## src/rtl/interval_timer.sv

```systemverilog
module interval_timer #(
  parameter int WIDTH = 16
) (
  input  logic             clk,
  input  logic             rst_n,
  input  logic             ref_in,
  input  logic             wr_en,
  input  logic [1:0]       addr,
  input  logic [WIDTH-1:0] wdata,
  output logic [WIDTH-1:0] rdata,
  output logic             irq
);
  localparam logic [WIDTH-1:0] MAXV = {WIDTH{1'b1}};

  logic [2:0]       sync_q;
  logic [WIDTH-1:0] cnt, ivl;
  logic             run, dec, done, ovf;

  wire tick     = sync_q[1] & ~sync_q[2];
  wire wr_ctrl  = wr_en && addr == 2'd0;
  wire wr_stat  = wr_en && addr == 2'd2;
  wire start    = wr_ctrl && wdata[0];
  wire stop     = wr_ctrl && wdata[1];
  wire [WIDTH-1:0] cnt_inc = cnt + 1'b1;

  always_ff @(posedge clk) begin
    if (!rst_n) sync_q <= '0;
    else        sync_q <= {sync_q[1:0], ref_in};
  end

  always_ff @(posedge clk) begin
    if (!rst_n) begin
      cnt <= '0; ivl <= '0; run <= 1'b0; dec <= 1'b0; done <= 1'b0; ovf <= 1'b0;
    end else begin
      if (wr_en && addr == 2'd1) ivl <= wdata;
      if (wr_stat) begin
        if (wdata[0]) done <= 1'b0;
        if (wdata[1]) ovf  <= 1'b0;
      end
      if (start) begin
        cnt <= '0; run <= 1'b1; dec <= wdata[2]; done <= 1'b0; ovf <= 1'b0;
      end else if (stop) begin
        run <= 1'b0;
      end else if (tick && run) begin
        if (dec) begin
          if (cnt == MAXV) ovf <= 1'b1;
          else             cnt <= cnt_inc;
        end else begin
          cnt <= cnt_inc;
          if (cnt_inc >= ivl) begin
            done <= 1'b1;
            run  <= 1'b0;
          end
        end
      end
    end
  end

  always_comb begin
    rdata = '0;
    case (addr)
      2'd0:    rdata = cnt;
      2'd1:    rdata = ivl;
      2'd2:    rdata[2:0] = {run, ovf, done};
      default: rdata = '0;
    endcase
  end

  assign irq = done;

  AST_START_RESETS: assert property (@(posedge clk) disable iff (!rst_n)
    start |=> (cnt == '0 && run && !done && !ovf));
  AST_STEP: assert property (@(posedge clk) disable iff (!rst_n)
    (run && !start) |=> (cnt == $past(cnt) || cnt == $past(cnt) + 1'b1));
  AST_FROZEN: assert property (@(posedge clk) disable iff (!rst_n)
    (!run && !start) |=> $stable(cnt));
  AST_SATURATE: assert property (@(posedge clk) disable iff (!rst_n)
    (run && dec && cnt == MAXV && !start) |=> cnt == MAXV);
  AST_DONE_STICKY: assert property (@(posedge clk) disable iff (!rst_n)
    (done && !start && !(wr_stat && wdata[0])) |=> done);
  AST_ENC_ONLY_IRQ: assert property (@(posedge clk) disable iff (!rst_n)
    $rose(done) |-> !dec);
endmodule

```

## config.mk

```make
export PLATFORM = sky130hd
export DESIGN_NAME = interval_timer
export DESIGN_NICKNAME = d
export VERILOG_FILES = /design/src/rtl/interval_timer.sv
export SDC_FILE = /design/constraint.sdc
export NUM_CORES = 1
export LEC_CHECK = 0
export BUFFER_PORTS_ARGS = -buffer_cell sky130_fd_sc_hd__buf_2
export CAP_MARGIN = 20
export CORE_MARGIN = 1
export CORE_UTILIZATION = 52
export CTS_CLUSTER_SIZE = 20
export DETAILED_ROUTE_END_ITERATION = 7
export HOLD_SLACK_MARGIN = 0.06
export PLACE_DENSITY = 0.74
export SETUP_SLACK_MARGIN = 0.2
export SYNTH_ARGS = -nofsm -noshare
export SYNTH_HDL_FRONTEND = slang
export SYNTH_SLANG_ARGS = --single-unit
```

## constraint.sdc

```tcl
create_clock -name clk -period 2.19 [get_ports clk]
set_clock_uncertainty 0.05 [all_clocks]
set_input_delay 0.438 -clock clk [delete_from_list [all_inputs] [get_ports clk]]
set_output_delay 0.438 -clock clk [all_outputs]
set_load 0.01 [all_outputs]
```

* Yosys cells after proc, flatten, opt, wreduce, memory -nomap -nowiden
Index checks and enable logic that the tools add are counted.
Word-level totals: word-level logic and storage cells 51, output and inout port bits 17, input bits 22, register bits 39
Cells by class: $add $sub $neg 1, bitwise logic cells 4, reduce and logical (&&, ||, !) cells 12, mux-type cells 21, $lt $le $gt $ge 1, equality and inequality tests 5
Operators with widths (count):
- $mux 16 | 2
- $pmux 13 s2 | 1
- $mux 1 | 17
- $add 16x1->16 const B | 1
- $eq 16x16->1 const B | 1
- $ge 16x16->1 | 1
- $pmux 3 s3 | 1
- $logic_and 1x1->1 | 6
- $reduce_and 3->1 | 2
- $reduce_bool 3->1 | 2
- $ne 3x1->1 const B | 1
- $not 1->1 | 3
- $eq 2x1->1 const B | 1
- $eq 2x2->1 const B | 1
- $logic_not 2->1 | 1
- $ne 2x2->1 const B | 1
- $reduce_or 2->1 | 1
- $and 1x1->1 | 1

* Longest topological paths before layout
Gate-level depths: netlist of the first run.
word-level depth 7, gate-level depth with buffers 10, gate-level depth less buffers 10

* Worst setup path after synthesis of the first run
OpenSTA, ideal clock, no wires.
path kind register to register, start point register cnt[0], end point register run, data required time 2023 ps, period minus slack after synthesis 2361 ps, arrival 2194 ps, library setup time 117 ps, stages on the path, launching flop included 11, buffers on the path 0, setup slack -171 ps, cell sequence dfxtp_1 -> ha_1 -> nand3_2 -> nor3_1 -> xnor2_1 -> inv_1 -> ha_1 -> nand4_1 -> a211oi_1 -> a32oi_1 -> a32o_1
Between the ends: word-level cells in the longest chain between the ends 4
RTL lines:
- start, declared | RTL line 16 | logic [WIDTH-1:0] cnt, ivl;
- start signal, assigned | RTL line 47 | else cnt <= cnt_inc;
- start signal, assigned | RTL line 49 | cnt <= cnt_inc;
- $add 16x1->16 | RTL line 24 | wire [WIDTH-1:0] cnt_inc = cnt + 1'b1;
- net cnt_inc[10] | RTL line 24
- $ge 16x16->1 | RTL line 50 | if (cnt_inc >= ivl) begin
- $reduce_bool 3->1 (no line)
- $reduce_and 3->1 (no line)
- end signal, assigned | RTL line 33 | cnt <= '0; ivl <= '0; run <= 1'b0; dec <= 1'b0; done <= 1'b0; ovf <= 1'b0;
- end signal, assigned | RTL line 41 | cnt <= '0; run <= 1'b1; dec <= wdata[2]; done <= 1'b0; ovf <= 1'b0;
- end signal, assigned | RTL line 52 | run <= 1'b0;
- end, declared | RTL line 17 | logic run, dec, done, ovf;
The timed path passes the listed nets, and every way through them passes these cells. A chain may end at the register's enable or synchronous reset.

* Worst setup path after layout of the first run
start point register cnt[5], end point register run
The elaborated chain is that of the path after synthesis.

==> impl_metrics.yaml, run 1 <==
setup_path:
  rr_startpoint: "cnt[5]$_SDFFE_PP0P_"
  endpoint: "run$_SDFFE_PN0P_"
  r2r_slack_ns: -0.19
  reg2regPathDepth: 9
  required_ns: 2.33
  cp_max_fo: 4
  reg2reg_to: "run$_SDFFE_PN0P_"
  critPathLaunch: "cnt[5]$_SDFFE_PP0P_"
  endpoint_kind: "flop"
  start_kind: "flop"
  crit_arrival_ns: 2.52
  crit_type: "flop to flop"
logic_synthesis:
  ys_async_sr_fraction: 0
  synth_cells: 334
  yosysTopAreaCell: "dfxtp_1"
  ys_top_cells_by_area: "dfxtp_1 29%, mux2i_1 8.9%, ha_1 7.8%"
  ys_ff_latch: 39
  ys_seq_area_frac: 0.288
  synth_area_um2: 2710
  ys_warn_count: 0
  yosys_most_used_dff: "dfxtp_1"
  syn_avg_cell_area_um2: 8.12
  synth_cell_type_count: 45
  yosysTopAreaCellShare: 0.288
  synth_nets: 373
  synth_edf_count: 0
finish:
  drive_gt1_frac: 0.305
  nets: 446
  area_delta_synth_final_pct: 27.2
  nFillCells: 421
  diodes: 0
  finish.instance_area_um2: 3450
sta:
  timing.final.crit_share: 1.09
  hold_ws_ns: 0.303
  maxSlewHeadroom: 0.644
  period_minus_slack_ns: 2.38
  timing.final.max_slew_violations: 0
  finalHoldViolCount: 0
  finalSetupViolCount: 2
  worst_pin_slew_ns: 0.533
  rsz0062_at_grt: "true"
  worst_slack_ns: -0.194
  fmax_mhz: 419
routing:
  wl_um: 7500
  viasPerCell: 5.62
  via_count: 2662
  routedWlPerCell_um: 15.8
  drc_errors: 0
  drt_first_pass_iters: 4
  antenna_left: 0
  drt_iter0_drc: 184
die:
  die_h_um: 74.2
  rows: 25
  io-pin-count: 39
  die-area_um2: 5510
  core_area_um2: 4880
  start_util: 0.556
  fp.dieW_um: 74.2
power_and_ir_drop:
  p_clk_frac: 0.392
  p_int_uw: 1130
  swShare: 0.239
  p_sw_uw: 355
  power.density_nw_per_um2: 431
  p_leak_uw: 0.00147
  combPwrFrac: 0.114
  ir_drop_mv: 0.285
  pwr-share-seq: 0.494
clock_tree:
  htree_levels: 2
  cts_root_buf: "clkbuf_8"
  ctsLongestPathBuffers: 2
  clk_pin_slew_ns: 0.08
  cts_hold_buf: 0
  cts_sinks: 39
  cts_buffers: 5
  clk_latency_ns: 0.29
  cts_tree: "yes"
worst_hold_path:
  min_path_type: "input pin to flop"
run_status:
  run_status: "finished, violations left"
  violations: "negative setup slack"
global_routing:
  grt_max_degree: 26
  antenna_found_initial: 0
  grt_pass1_wl_um: 11600
  grt_overflow_total: 0
  grt_pass1_vias: 2494
  grt.total_usage: 0.279
place:
  dpl.hpwl_um: 5610
  io_buffers: 38
  placed_cell_area_um2: 3260
  gp_congestion: 0.871
job:
  maxCapViolCount: 0
layer usage:
metal / global-route usage / vias up / routed length (um)
met1: 0.339 / 1223 / 3370
met3: 0.0515 / 26 / 362
met5: 0 / - / 0
met4: 0.117 / 0 / 246
met2: 0.485 / 107 / 3510
li1: - / 1306 / -
registers in the layout (all words and copies together) (netlist names):
signal	cells
sync_q	3
dec	1
ivl	16
ovf	1
run	1
cnt	16
irq	1
stage by stage:
stage                     worst slack [ns]  total power [uW]   util  std cells  setup TNS [ns]
final                               -0.194              1490  0.707        474          -0.353
after global routing                -0.282              1530  0.707        474          -0.481
after CTS                          -0.0889              1480  0.699        473          -0.134
after detailed placement            -0.184               914  0.668        463          -0.342
after global placement             -0.0913               909  0.668        463          -0.114
after floorplan                    -0.0803               855      -        334         -0.0814
cell usage in the layout, fill, tap and decap left out, types with 3 or more instances in the layout:
cell type,count
nand3_1,10
ha_1,15
and4_4,3
buf_2,38
a211oi_1,10
nor2b_1,3
o21ai_0,9
inv_1,19
nand4_1,6
clkbuf_8,5
nand2b_1,10
a31oi_1,4
buf_4,49
dfxtp_2,8
nand2_1,56
xnor2_1,10
nor2_1,22
mux2i_1,24
a21oi_1,10
a21boi_0,17
a41oi_1,3
xor2_1,3
and2_1,6
dfxtp_1,29
cells in the mapped netlist, types with 2 or more instances:
master	instances
a2111o_1	2
a211oi_1	11
a21boi_0	17
a21oi_1	10
a311oi_1	2
a31o_2	2
a31oi_1	4
a41oi_1	3
and2_1	6
and3_1	4
and4_1	4
and4b_1	2
buf_2	10
buf_4	4
clkbuf_1	5
dfxtp_1	39
ha_1	17
inv_1	20
mux2i_1	24
nand2_1	56
nand2b_1	10
nand3_1	10
nand4_1	6
nor2_1	22
nor2b_1	3
nor3_1	2
o21ai_0	9
xnor2_1	10
xor2_1	4
critical path, cell delays in order (launching register included):
cell and delay (ns):
dfxtp_2 0.35, and4_4 0.23, and4_4 0.22, and3_4 0.19, xor2_1 0.07, ha_1 0.30
nand4_1 0.21, nor2_1 0.23, a311oi_2 0.15, a32o_1 0.27
final cells by class:
type | instances | area (um2) | area share
sequential | 39 | 798 | 0.231
clock inverter | 1 | 30.0 | 0.00871
multi-input combinational | 253 | 1810 | 0.525
timing repair buffer | 88 | 578 | 0.168
tap | 67 | 83.8 | 0.0243
clock buffer | 6 | 72.6 | 0.0210
inverter | 20 | 75.1 | 0.0218
cells by family (layout without fill, tap and decap cells):
kind of cell,after synthesis,count (layout),share of synthesized area
AND/OR/NAND/NOR,133,133,0.259
AO/OA/AOI/OAI,65,65,0.169
buffers and inverters,42,115,0.0715
flip-flops,39,39,0.288
multiplexers,24,24,0.0886
adder cells (fa/ha/maj),17,17,0.0784
XOR/XNOR,14,14,0.0452
worst min path at each step:
stage	from	to	slack, ns	cells past startpoint
6_report	ref_in	sync_q[0]$_SDFF_PN0_	0.30	2
5_1_grt	ref_in	sync_q[0]$_SDFF_PN0_	0.31	2
3_3_place_gp	sync_q[0]$_SDFF_PN0_	sync_q[1]$_SDFF_PN0_	0.36	1
3_5_place_dp	sync_q[0]$_SDFF_PN0_	sync_q[1]$_SDFF_PN0_	0.38	1
4_1_cts	ref_in	sync_q[0]$_SDFF_PN0_	0.30	2
2_1_floorplan	sync_q[0]$_SDFF_PN0_	sync_q[1]$_SDFF_PN0_	0.36	1
power by group through the flow:
stage	combinational [uW]	sequential (uW)	clock [uW]
finish	170	734	583
floorplan	106	748	0
detailed placement	162	753	0
global placement	157	752	0
global route	185	735	612
CTS	164	735	583
repair_timing:
action | 4_1_cts | 5_1_grt
endpoints found under the setup margin | 2 | 2
pin swaps | 8 | 4
buffers inserted | 3 | 1
resized for setup | 9 | 5
No activity file was read; power rests on OpenSTA's default activity.
==> inputs of run 2 (changes only) <==
--- a/config.mk
+++ b/config.mk
@@ -7,9 +7,10 @@
 export LEC_CHECK = 0
 export BUFFER_PORTS_ARGS = -buffer_cell sky130_fd_sc_hd__buf_2
 export CAP_MARGIN = 20
+export CORE_ASPECT_RATIO = 1.2
 export CORE_MARGIN = 1
 export CORE_UTILIZATION = 52
-export CTS_CLUSTER_SIZE = 20
+export CTS_CLUSTER_SIZE = 28
 export DETAILED_ROUTE_END_ITERATION = 7
 export HOLD_SLACK_MARGIN = 0.06
 export PLACE_DENSITY = 0.74
==> impl_metrics.yaml, run 2 (synthesis gave the netlist of run 1 again) <==
run_status:
  run_status: "finished, violations left"
  violations: "negative setup slack"
job:
  maxCapViolCount: 0
die:
  fp.dieW_um: 67.9
  die-area_um2: 5510
  core_area_um2: 4970
  io-pin-count: 39
  rows: 28
  start_util: 0.545
  die_h_um: 81.1
power_and_ir_drop:
  combPwrFrac: 0.108
  ir_drop_mv: 0.318
  p_leak_uw: 0.00147
  p_sw_uw: 374
  power.density_nw_per_um2: 451
  pwr-share-seq: 0.477
  p_clk_frac: 0.415
  swShare: 0.243
  p_int_uw: 1170
clock_tree:
  ctsLongestPathBuffers: 2
  cts_sinks: 39
  htree_levels: 2
  clk_latency_ns: 0.30
  clk_pin_slew_ns: 0.08
  cts_buffers: 5
  cts_root_buf: "clkbuf_8"
  cts_tree: "yes"
global_routing:
  grt_overflow_total: 0
  grt_pass1_wl_um: 11900
  antenna_found_initial: 0
  grt_max_degree: 26
  grt.total_usage: 0.291
  grt_pass1_vias: 2518
sta:
  period_minus_slack_ns: 2.24
  worst_pin_slew_ns: 0.534
  timing.final.crit_share: 1.02
  rsz0062_at_grt: "true"
  fin_tns_setup_ns: -0.0680
  fmax_mhz: 446
  timing.final.max_slew_violations: 0
  hold_ws_ns: 0.298
  finalSetupViolCount: 2
  finalHoldViolCount: 0
  maxSlewHeadroom: 0.643
  worst_slack_ns: -0.0524
setup_path:
  reg2regPathDepth: 10
  cp_num_buf_inv: 1
  crit_arrival_ns: 2.39
  worstSetupPathDepth: 10
  endpoint_kind: "flop"
  cp_common_cell: "nand4_1"
  required_ns: 2.33
  crit_family: "simple AND/OR/NAND/NOR gates"
  crit_type: "flop to flop"
  cp_max_fo: 4
  crit_slowest_cell: "dfxtp_4"
  reg2reg_to: "run$_SDFFE_PN0P_"
  rr_startpoint: "cnt[1]$_SDFFE_PP0P_"
  start_kind: "flop"
  path_cells: "ha_4 -> and3_4 -> nand4_1 -> xor2_1 -> inv_1 -> ha_1 -> nand4_1 -> nor2_1 -> a311oi_2 -> a32o_1"
  max_stage_delay_ns: 0.37
  r2r_slack_ns: -0.05
finish:
  final_util: 0.686
  drive_gt1_frac: 0.301
  finish.instance_area_um2: 3410
  reg.largest.list: "cnt (16), ivl (16), sync_q (3)"
  nets: 440
  nFillCells: 431
  area_delta_synth_final_pct: 25.9
  diodes: 0
  final_cell_mix: "56 x nand2_1, 43 x buf_4, 38 x buf_2"
  final_common_cell: "nand2_1"
routing:
  via_count: 2647
  drc_errors: 0
  antenna_left: 0
  drt_iter0_drc: 175
  drt_first_pass_iters: 5
  routedWlPerCell_um: 16.0
  wl_um: 7390
  viasPerCell: 5.73
place:
  dpl.hpwl_um: 5540
  io_buffers: 38
  pre_cts_ws_ns: -0.130
  placed_cell_area_um2: 3220
  gp_congestion: 0.932
worst_hold_path:
  worstHoldStart: "ref_in"
  holdPathEnd: "sync_q[0]$_SDFF_PN0_"
  min_path_type: "input pin to flop"
  holdPathStages: 2
## run 2: final cells by class
class | count | area (um2) | area share
inverters | 20 | 75.1 | 0.0220
well taps | 60 | 75.1 | 0.0220
multi-input cells | 253 | 1810 | 0.532
repair buffers | 82 | 533 | 0.156
clock inverters | 2 | 35.0 | 0.0103
clock buffers | 6 | 82.6 | 0.0242
flip-flops and latches | 39 | 798 | 0.234
## run 2: how the worst max path moves through the flow
stage | startpoint | end | slack [ns]
final | cnt[1]$_SDFFE_PP0P_ | run$_SDFFE_PN0P_ | -0.05
after global routing | cnt[1]$_SDFFE_PP0P_ | run$_SDFFE_PN0P_ | -0.20
after CTS | cnt[8]$_SDFFE_PP0P_ | run$_SDFFE_PN0P_ | -0.05
after detailed placement | cnt[1]$_SDFFE_PP0P_ | run$_SDFFE_PN0P_ | -0.13
after global placement | cnt[1]$_SDFFE_PP0P_ | run$_SDFFE_PN0P_ | -0.08
after floorplan | cnt[3]$_SDFFE_PP0P_ | run$_SDFFE_PN0P_ | -0.08
## run 2: what timing repair did
item                       4_1_cts  5_1_grt
setup endpoints to repair        2        2
gates resized for setup         11        6
setup buffers                    3        0
pin swaps                        9       11
hold buffers                     0        0
## run 2: power by group through the flow
stage,Sequential [uW],Clock [uW],Combinational [uW]
after global placement,752,0,157
after CTS,736,646,165
after floorplan,748,0,106
final,734,639,165
after detailed placement,753,0,160
after global routing,736,676,181
## run 2: routing by layer
metal / wire [um] / up-vias / track usage
li1: - / 1300 / -
met5: 0 / - / 0
met3: 352 / 22 / 0.0548
met2: 3580 / 92 / 0.475
met4: 227 / 0 / 0.133
met1: 3230 / 1233 / 0.365
## run 2: through the flow
stage	cells	power, uW
6_report	462	1540
5_1_grt	462	1590
4_1_cts	462	1550
3_5_place_dp	451	913
3_3_place_gp	451	909
2_1_floorplan	334	855
## run 2: worst reg2reg max path, cell delays in order, from the launching register on
cell	delay (ns)
dfxtp_4	0.37
ha_4	0.16
and3_4	0.19
nand4_1	0.10
xor2_1	0.19
inv_1	0.06
ha_1	0.28
nand4_1	0.18
nor2_1	0.18
a311oi_2	0.12
a32o_1	0.27
